File: src/rtl/lcd_hdr_pkg.sv
package lcd_hdr_pkg;

    typedef enum logic [2:0] {
        S_IDLE,
        S_AREA,
        S_CHECK,
        S_VERDICT,
        S_LINE,
        S_HALT
    } hdr_state_t;

    typedef enum logic [1:0] {
        BUF_IDLE,
        BUF_FIRST,
        BUF_SECOND
    } buf_state_t;

    // palette loading modes
    localparam logic [1:0] PLM_PAL_ONLY = 2'd1;
    localparam logic [1:0] PLM_NO_PAL   = 2'd2;

    // header word field
    localparam int DEPTH_LSB = 12;

    // subpanel word fields
    localparam int SUB_EN_BIT    = 31;
    localparam int SUB_START_BIT = 29;
    localparam int SUB_LINE_LSB  = 16;
    localparam int SUB_LINE_W    = 10;

    // pixel data offsets
    localparam int OFF_W = 10;
    localparam logic [OFF_W-1:0] OFF_SHORT = 10'h020;
    localparam logic [OFF_W-1:0] OFF_LONG  = 10'h200;

endpackage

File: src/rtl/lcd_hdr_decode.sv
module lcd_hdr_decode
    import lcd_hdr_pkg::*;
(
    input  logic [15:0]      hdr_word,
    input  logic [1:0]       plm,
    input  logic             tft,
    output logic             supported,
    output logic [2:0]       bpp_log2,
    output logic [4:0]       bpp,
    output logic [OFF_W-1:0] data_off,
    output logic             color16
);
    logic [2:0] code;

    always_comb begin
        code      = hdr_word[DEPTH_LSB +: 3];
        supported = 1'b1;
        unique case (code)
            3'd0:    begin bpp_log2 = 3'd0; supported = 1'b0; end
            3'd1:    bpp_log2 = 3'd1;
            3'd2:    bpp_log2 = 3'd2;
            3'd3:    bpp_log2 = 3'd3;
            default: bpp_log2 = 3'd4;
        endcase
        bpp = supported ? (5'd1 << bpp_log2) : 5'd0;
        if (plm == PLM_NO_PAL)
            data_off = '0;
        else if (code >= 3'd3)
            data_off = OFF_LONG;
        else
            data_off = OFF_SHORT;
        color16 = (bpp_log2 == 3'd4) && tft;
    end
endmodule

File: src/rtl/lcd_seq_mul.sv
module lcd_seq_mul #(
    parameter  int OP_W   = 12,
    localparam int PROD_W = 2 * OP_W,
    localparam int CNT_W  = $clog2(OP_W + 1)
) (
    input  logic              clk,
    input  logic              rst_n,
    input  logic              start,
    input  logic [OP_W-1:0]   a,
    input  logic [OP_W-1:0]   b,
    output logic [PROD_W-1:0] prod,
    output logic              fin
);
    logic [PROD_W-1:0] mcand;
    logic [OP_W-1:0]   mplier;
    logic [CNT_W-1:0]  cnt;

    always_ff @(posedge clk or negedge rst_n) begin
        if (!rst_n) begin
            prod   <= '0;
            mcand  <= '0;
            mplier <= '0;
            cnt    <= '0;
            fin    <= 1'b0;
        end else if (start) begin
            prod   <= '0;
            mcand  <= PROD_W'(a);
            mplier <= b;
            cnt    <= CNT_W'(OP_W);
            fin    <= 1'b0;
        end else if (cnt != '0) begin
            if (mplier[0])
                prod <= prod + mcand;
            mcand  <= mcand << 1;
            mplier <= mplier >> 1;
            cnt    <= cnt - CNT_W'(1);
            fin    <= (cnt == CNT_W'(1));
        end else begin
            fin <= 1'b0;
        end
    end

    // the product-ready flag is a single-cycle pulse
    p_fin_pulse_r11: assert property (@(posedge clk) disable iff (!rst_n)
        fin |=> !fin);
endmodule

File: src/rtl/lcd_buf_sel.sv
module lcd_buf_sel
    import lcd_hdr_pkg::*;
(
    input  logic clk,
    input  logic rst_n,
    input  logic enable,
    input  logic dual,
    input  logic begin_fr,
    input  logic adv,
    output logic sel_second,
    output logic sel_valid
);
    buf_state_t st, st_nxt;

    always_ff @(posedge clk or negedge rst_n) begin
        if (!rst_n) st <= BUF_IDLE;
        else        st <= st_nxt;
    end

    always_comb begin
        st_nxt = st;
        if (!enable) begin
            st_nxt = BUF_IDLE;
        end else begin
            unique case (st)
                BUF_IDLE:   if (begin_fr)    st_nxt = BUF_FIRST;
                BUF_FIRST:  if (adv && dual) st_nxt = BUF_SECOND;
                BUF_SECOND: if (adv && dual) st_nxt = BUF_FIRST;
                default:    st_nxt = BUF_IDLE;
            endcase
        end
    end

    always_comb begin
        sel_second = (st == BUF_SECOND);
        sel_valid  = (st != BUF_IDLE);
    end

    // a low enable idles the buffer index
    p_idle_on_disable_r12: assert property (@(posedge clk) disable iff (!rst_n)
        !enable |=> !sel_valid);

    // dual mode swaps the buffer after an accepted frame
    p_dual_swap_r8: assert property (@(posedge clk) disable iff (!rst_n)
        (adv && dual && enable && sel_valid) |=> (sel_second != $past(sel_second)));
endmodule

File: src/rtl/lcd_frame_hdr.sv
module lcd_frame_hdr
    import lcd_hdr_pkg::*;
#(
    parameter  int DIM_W   = 11,
    parameter  int WIN_W   = 24,
    localparam int MUL_W   = DIM_W + 1,
    localparam int PROD_W  = 2 * MUL_W,
    localparam int FETCH_W = PROD_W + 1
) (
    input  logic               clk,
    input  logic               rst_n,
    input  logic               enable_i,
    input  logic               frame_start_i,
    input  logic [1:0]         plm_i,
    input  logic               tft_i,
    input  logic [15:0]        hdr_word_i,
    input  logic [DIM_W-1:0]   width_i,
    input  logic [DIM_W-1:0]   height_i,
    input  logic [31:0]        subpanel_i,
    input  logic               dual_i,
    input  logic [WIN_W-1:0]   win1_size_i,
    input  logic [WIN_W-1:0]   win2_size_i,
    output logic               busy_o,
    output logic               done_o,
    output logic               skip_o,
    output logic               sync_err_o,
    output logic               frame_adv_o,
    output logic [1:0]         cond_o,
    output logic               halted_o,
    output logic [4:0]         bpp_o,
    output logic               color16_o,
    output logic [OFF_W-1:0]   data_off_o,
    output logic [DIM_W-1:0]   start_line_o,
    output logic [DIM_W-1:0]   end_line_o,
    output logic [FETCH_W-1:0] fetch_off_o,
    output logic               frame_sel_o,
    output logic               sel_valid_o
);
    localparam int NEED_W = PROD_W + 2;
    localparam int CMP_W  = (NEED_W > WIN_W + 2) ? NEED_W : WIN_W + 2;

    hdr_state_t state, state_nxt;

    // decode of the live inputs
    logic             dec_sup, dec_c16;
    logic [2:0]       dec_log;
    logic [4:0]       dec_bpp;
    logic [OFF_W-1:0] dec_off;

    lcd_hdr_decode u_decode (
        .hdr_word  (hdr_word_i),
        .plm       (plm_i),
        .tft       (tft_i),
        .supported (dec_sup),
        .bpp_log2  (dec_log),
        .bpp       (dec_bpp),
        .data_off  (dec_off),
        .color16   (dec_c16)
    );

    // frame-scoped registers
    logic [2:0]       log_q;
    logic [MUL_W-1:0] stride_q;
    logic [WIN_W-1:0] win_q;
    logic [CMP_W-1:0] need_q;
    logic             err_q;

    // control decisions
    logic skip_now, take, begin_fr, accept;
    logic sel_second, sel_valid;

    always_comb begin
        skip_now = (plm_i == PLM_PAL_ONLY) || !dec_sup;
        take     = (state == S_IDLE) && enable_i && frame_start_i;
        begin_fr = take && !skip_now;
        accept   = (state == S_VERDICT) && enable_i && !err_q;
    end

    // shared multiplier: width*height first, then stride*start line
    logic [MUL_W-1:0]  mul_a, mul_b;
    logic [PROD_W-1:0] mul_prod;
    logic              mul_fin, mul_start;

    always_comb begin
        mul_start = begin_fr || accept;
        if (state == S_IDLE) begin
            mul_a = MUL_W'(width_i);
            mul_b = MUL_W'(height_i);
        end else begin
            mul_a = stride_q;
            mul_b = MUL_W'(start_line_o);
        end
    end

    lcd_seq_mul #(.OP_W(MUL_W)) u_mul (
        .clk   (clk),
        .rst_n (rst_n),
        .start (mul_start),
        .a     (mul_a),
        .b     (mul_b),
        .prod  (mul_prod),
        .fin   (mul_fin)
    );

    lcd_buf_sel u_buf (
        .clk        (clk),
        .rst_n      (rst_n),
        .enable     (enable_i),
        .dual       (dual_i),
        .begin_fr   (begin_fr),
        .adv        (accept),
        .sel_second (sel_second),
        .sel_valid  (sel_valid)
    );

    // subpanel clipping and stride for the live inputs
    logic              sub_on, sub_start;
    logic [DIM_W-1:0]  sub_line;
    logic [DIM_W-1:0]  sl_next, el_next;
    logic [MUL_W+3:0]  wid_sh;
    logic [MUL_W-1:0]  stride_next;

    always_comb begin
        sub_on      = subpanel_i[SUB_EN_BIT];
        sub_start   = subpanel_i[SUB_START_BIT];
        sub_line    = DIM_W'(subpanel_i[SUB_LINE_LSB +: SUB_LINE_W]);
        sl_next     = (sub_on && sub_start)  ? sub_line : '0;
        el_next     = (sub_on && !sub_start) ? sub_line : height_i;
        wid_sh      = (MUL_W+4)'(width_i) << dec_log;
        stride_next = wid_sh[MUL_W+2:3];
    end

    // byte count of the whole image from the area product
    logic [PROD_W+3:0] area_sh;
    logic [CMP_W-1:0]  need_next, limit;

    always_comb begin
        area_sh   = (PROD_W+4)'(mul_prod) << log_q;
        need_next = CMP_W'(area_sh[PROD_W+3:3]) + CMP_W'(data_off_o);
        limit     = CMP_W'(win_q) + CMP_W'(2);
    end

    // state register
    always_ff @(posedge clk or negedge rst_n) begin
        if (!rst_n) state <= S_IDLE;
        else        state <= state_nxt;
    end

    // next state
    always_comb begin
        state_nxt = state;
        if (!enable_i) begin
            state_nxt = S_IDLE;
        end else begin
            unique case (state)
                S_IDLE:    if (frame_start_i && !skip_now) state_nxt = S_AREA;
                S_AREA:    if (mul_fin) state_nxt = S_CHECK;
                S_CHECK:   state_nxt = S_VERDICT;
                S_VERDICT: state_nxt = err_q ? S_HALT : S_LINE;
                S_LINE:    if (mul_fin) state_nxt = S_IDLE;
                S_HALT:    state_nxt = S_HALT;
                default:   state_nxt = S_IDLE;
            endcase
        end
    end

    // outputs and frame registers
    always_ff @(posedge clk or negedge rst_n) begin
        if (!rst_n) begin
            done_o       <= 1'b0;
            skip_o       <= 1'b0;
            sync_err_o   <= 1'b0;
            frame_adv_o  <= 1'b0;
            cond_o       <= '0;
            bpp_o        <= '0;
            color16_o    <= 1'b0;
            data_off_o   <= '0;
            start_line_o <= '0;
            end_line_o   <= '0;
            fetch_off_o  <= '0;
            log_q        <= '0;
            stride_q     <= '0;
            win_q        <= '0;
            need_q       <= '0;
            err_q        <= 1'b0;
        end else begin
            done_o      <= 1'b0;
            skip_o      <= 1'b0;
            sync_err_o  <= 1'b0;
            frame_adv_o <= 1'b0;
            cond_o      <= '0;
            if (take) begin
                bpp_o        <= dec_bpp;
                color16_o    <= dec_c16;
                data_off_o   <= dec_off;
                start_line_o <= sl_next;
                end_line_o   <= el_next;
                log_q        <= dec_log;
                stride_q     <= stride_next;
                win_q        <= sel_second ? win2_size_i : win1_size_i;
                err_q        <= 1'b0;
                if (skip_now) begin
                    done_o <= 1'b1;
                    skip_o <= 1'b1;
                end
            end
            if (enable_i && state == S_AREA && mul_fin)
                need_q <= need_next;
            if (enable_i && state == S_CHECK)
                err_q <= (need_q > limit);
            if (enable_i && state == S_VERDICT) begin
                if (err_q) begin
                    done_o     <= 1'b1;
                    sync_err_o <= 1'b1;
                end else begin
                    frame_adv_o <= 1'b1;
                    cond_o      <= sel_second ? 2'b10 : 2'b01;
                end
            end
            if (enable_i && state == S_LINE && mul_fin) begin
                fetch_off_o <= FETCH_W'(mul_prod) + FETCH_W'(data_off_o);
                done_o      <= 1'b1;
            end
        end
    end

    always_comb begin
        busy_o      = (state != S_IDLE) && (state != S_HALT);
        halted_o    = (state == S_HALT);
        frame_sel_o = sel_second;
        sel_valid_o = sel_valid;
    end

    // a skip always completes the frame
    p_skip_done_r2: assert property (@(posedge clk) disable iff (!rst_n)
        skip_o |-> (done_o && !sync_err_o && !frame_adv_o));

    // an overrun completes the frame and stops the controller
    p_err_halts_r6: assert property (@(posedge clk) disable iff (!rst_n)
        sync_err_o |-> (halted_o && done_o && !frame_adv_o));

    // no completion while stopped
    p_halt_quiet_r6: assert property (@(posedge clk) disable iff (!rst_n)
        (halted_o && enable_i) |=> !done_o);

    // acceptance flags exactly one buffer
    p_adv_cond_r8: assert property (@(posedge clk) disable iff (!rst_n)
        frame_adv_o |-> ($countones(cond_o) == 1));

    // no buffer flag without acceptance
    p_cond_quiet_r8: assert property (@(posedge clk) disable iff (!rst_n)
        !frame_adv_o |-> (cond_o == 2'b00));
endmodule

File: config.mk
export PLATFORM = sky130hd
export DESIGN_NAME = lcd_frame_hdr
export DESIGN_NICKNAME = d
export VERILOG_FILES = /design/src/rtl/lcd_hdr_pkg.sv /design/src/rtl/lcd_hdr_decode.sv /design/src/rtl/lcd_seq_mul.sv /design/src/rtl/lcd_buf_sel.sv /design/src/rtl/lcd_frame_hdr.sv
export SDC_FILE = /design/constraint.sdc
export NUM_CORES = 1
export LEC_CHECK = 0
export BUFFER_PORTS_ARGS = -buffer_cell sky130_fd_sc_hd__clkbuf_2
export CAP_MARGIN = 20
export CORE_UTILIZATION = 45
export DETAILED_ROUTE_END_ITERATION = 6
export PLACE_DENSITY = 0.66
export SYNTH_ARGS = -nofsm -noshare
export SYNTH_HDL_FRONTEND = slang
export SYNTH_SLANG_ARGS = --single-unit
File: constraint.sdc
create_clock -name clk -period 7.8 [get_ports clk]
set_input_delay 1.56 -clock clk [delete_from_list [all_inputs] [get_ports clk]]
set_output_delay 1.56 -clock clk [all_outputs]
set_load 0.1 [all_outputs]
==> out/qor.txt <==
Rows: 60
Die X: 168 µm
WP data required: 8170 ps
CTS Hold Bufs: 0
DRC: 0
post_cts resized: 0
Switching Fraction: 0.443
I/O pin count: 199
crit path max-delay cell type: buf_4
Reg power frac: 0.352
Root Buffer: clkbuf_16
Max Fclk: 244 MHz
Global Route met3 Usage: 0.0395
CTS sink count: 195
Vias: 10200
core box area: 0.0270 mm²
synth warn: 0
CTS Buffer Depth: 2
Worst-Skew Late Latency: 440 ps
worst setup margin: 3710 ps
Post-Route WL: 29700 µm
Post-synth EDFFs: 0
Clk pin slew, worst setup/hold paths: 70 ps
max-slew violation count: 0
unrepaired setup endpoints after global routing: false
Synth Flop Type: dfrtp_1
DRT Pass-1 Iters: 5
Setup Buffers After CTS: 0
post-route cell area: 0.0140 mm²
Placer Congestion: 0.878
Hold WC Path Type: reg2reg
largest net degree at the start of global routing: 79
met1 usage: 0.269
Area after DPL: 0.0134 mm²
async set-reset flop share out of synthesis: 1.00
power density cells: 322 mW/mm²
crit path cell chain: clkbuf_2 -> nor2b_1 -> nand3_4 -> buf_4 -> nor2_1 -> nor2_4 -> buf_4 -> nand2_1 -> or3_1 -> nand3_1
grt met2 use: 0.390
share of cells above drive strength 1: 0.180
LEAKAGE: 6.46 nW
Final Hold Viols: 0
clock group share of total power: 0.192
initial antenna violation count: 0
GRT Overall Usage: 0.216
Post-Place Cells: 1799
GRT overflow: 0
FILL cells: 2511
max incr delay on CP: 630 ps
vias in the first global route: 10100
Synth cell types: 78
Iter 0 DRT Violations: 528
routed vias/inst: 5.55
setup violators final: 0
Max-cap violations: 0
Cells after Synth: 1368
CTS tree: built
antenna viol nets, final: 0
Die Ht: 168 µm
grt peak-use layer: met2
maximum fanout along the worst path: 71
Setup CP Type: in2reg
die area: 0.0282 mm²
Nets: 1661
Gate power share: 0.456
H-tree depth: 4
CP dominant cell by count: buf_4
Hold Slack: 476 ps
Worst setup EP type: register
Layout Skew: 12.4 ps
Yosys reg bits: 195
Num CTS Buffers: 17
commonest non-fill, non-tap cell in the layout: nand2_1
Synth Area per Inst: 9.07 µm²
Int Power: 0.00251 W
outcome: finished clean
Final TNS setup: 0 ps
port buffer count: 156
post-route insts no fill: 1831
Synth-to-Final Area Change: 12.6%
Wirelength per Cell: 16.2 µm
most frequent cells in the layout: 261 x nand2_1, 195 x dfrtp_1, 155 x clkbuf_2
minimum clock period: 4090 ps
sw power: 0.00200 W
Max-slew headroom: 0.227
fin crit share: 0.525
first-pass GRT wire length: 49700 µm
worst slew pin tran: 1160 ps
worst vdd ir: 0.174 mV
crit path launch type: input port
n_diodes: 0
pre-CTS setup slack: 3240 ps
initial cell density of the core: 0.459
DPL Wire Length: 21800 µm
worst endpoint data arrival time: 4460 ps
Synth Cell Area: 0.0124 mm²
Seq/Total Area, Yosys: 0.393
## critical path, delay by kind of cell
family        cells  cell delay, ps
simple gates      7            1650
buf+inv           3            1230
## flip-flops by register name, summed over array words and instances, names as in the netlist, 4 cells and up
| register | flops |
|---|---|
| bpp_o | 5 |
| end_line_o | 11 |
| win_q | 24 |
| u_mul.mplier | 11 |
| u_mul.mcand | 24 |
| fetch_off_o | 25 |
| need_q | 26 |
| u_mul.prod | 24 |
| u_mul.cnt | 4 |
| start_line_o | 10 |
| stride_q | 12 |
## final cells by class
| cell class | count | area (µm²) | share of cell area |
|---|---|---|---|
| Timing Repair Buffer | 171 | 902 | 0.0646 |
| Sequential cell | 195 | 4880 | 0.349 |
| Clock buffer | 19 | 443 | 0.0317 |
| Tap cell | 341 | 427 | 0.0305 |
| Clock inverter | 13 | 139 | 0.00994 |
| Multi-Input combinational cell | 1073 | 7110 | 0.509 |
| Inverter | 19 | 71.3 | 0.00511 |
## metrics by stage
stage / utilization / total power, W
finish: 0.517 / 0.00450
floorplan: - / 0.00315
global placement: 0.495 / 0.00360
detailed placement: 0.495 / 0.00366
CTS: 0.517 / 0.00454
global route: 0.517 / 0.00485
## cells in the mapped netlist, types with 4 or more instances
cell type    n  share of area
mux2_2      26          0.024
nor2b_1     40          0.020
o211ai_1     5         0.0030
and3_1      16         0.0081
mux2i_1     68          0.055
o21ai_1     12         0.0048
nand4_1     17         0.0086
mux4_2      13          0.024
clkbuf_1    60          0.018
nor3b_1      4         0.0024
mux4_1       4         0.0085
nor2_1      60          0.018
nand2b_1     8         0.0040
xnor2_1     32          0.023
a21o_1      17          0.010
buf_1       13         0.0039
and4_1       5         0.0035
o31ai_1      9         0.0054
nand2_1    261          0.079
inv_1       16         0.0048
a31oi_1     25          0.013
nand3_1     50          0.020
buf_4       10         0.0061
and2_1      18         0.0091
ha_1        57          0.057
o21ai_0     97          0.039
nor3_1       9         0.0036
a211oi_1    28          0.017
xor2_1      42          0.030
dfrtp_1    195           0.39
a21oi_1     82          0.033
## power by group through the flow
stage / clock [W] / combinational, W / sequential [W]
2_1_floorplan: 0 / 0.00151 / 0.00164
3_3_place_gp: 0 / 0.00200 / 0.00159
3_5_place_dp: 0 / 0.00205 / 0.00160
4_1_cts: 0.000888 / 0.00207 / 0.00159
5_1_grt: 0.000927 / 0.00230 / 0.00163
6_report: 0.000864 / 0.00205 / 0.00159
## metal layers
metal	up-vias	part of all wire
met1	4907	0.44
met3	35	0.033
met4	0	0.015
met2	181	0.51
met5	-	0
li1	5030	-
## worst paths after layout
check / start / endpoint / slack (ps) / depth (start not counted)
worst max-delay path: enable_i / u_mul.prod[19] / 3710 / 10
worst min-delay path: stride_q[11] / stride_q[11] / 480 / 2
worst max register to register: win_q[3] / err_q / 4220 / 14
worst min register to register: stride_q[11] / stride_q[11] / 480 / 2
max in group asynchronous: rst_n / u_mul.mplier[5] / 5320 / 2
min in group asynchronous: rst_n / fetch_off_o[16] / 1160 / 1
## logic make-up (layout without fill, tap and decap cells)
family	after synthesis	in the layout	share of synthesized area
compound gates	305	305	0.150
fa+ha+maj	58	58	0.0591
simple gates	513	513	0.193
mux	114	114	0.113
other cells	1	9	0.000302
buf+inv	108	222	0.0390
xor+xnor	74	74	0.0522
flops	195	195	0.393
(Power assumes the default switching activity.)
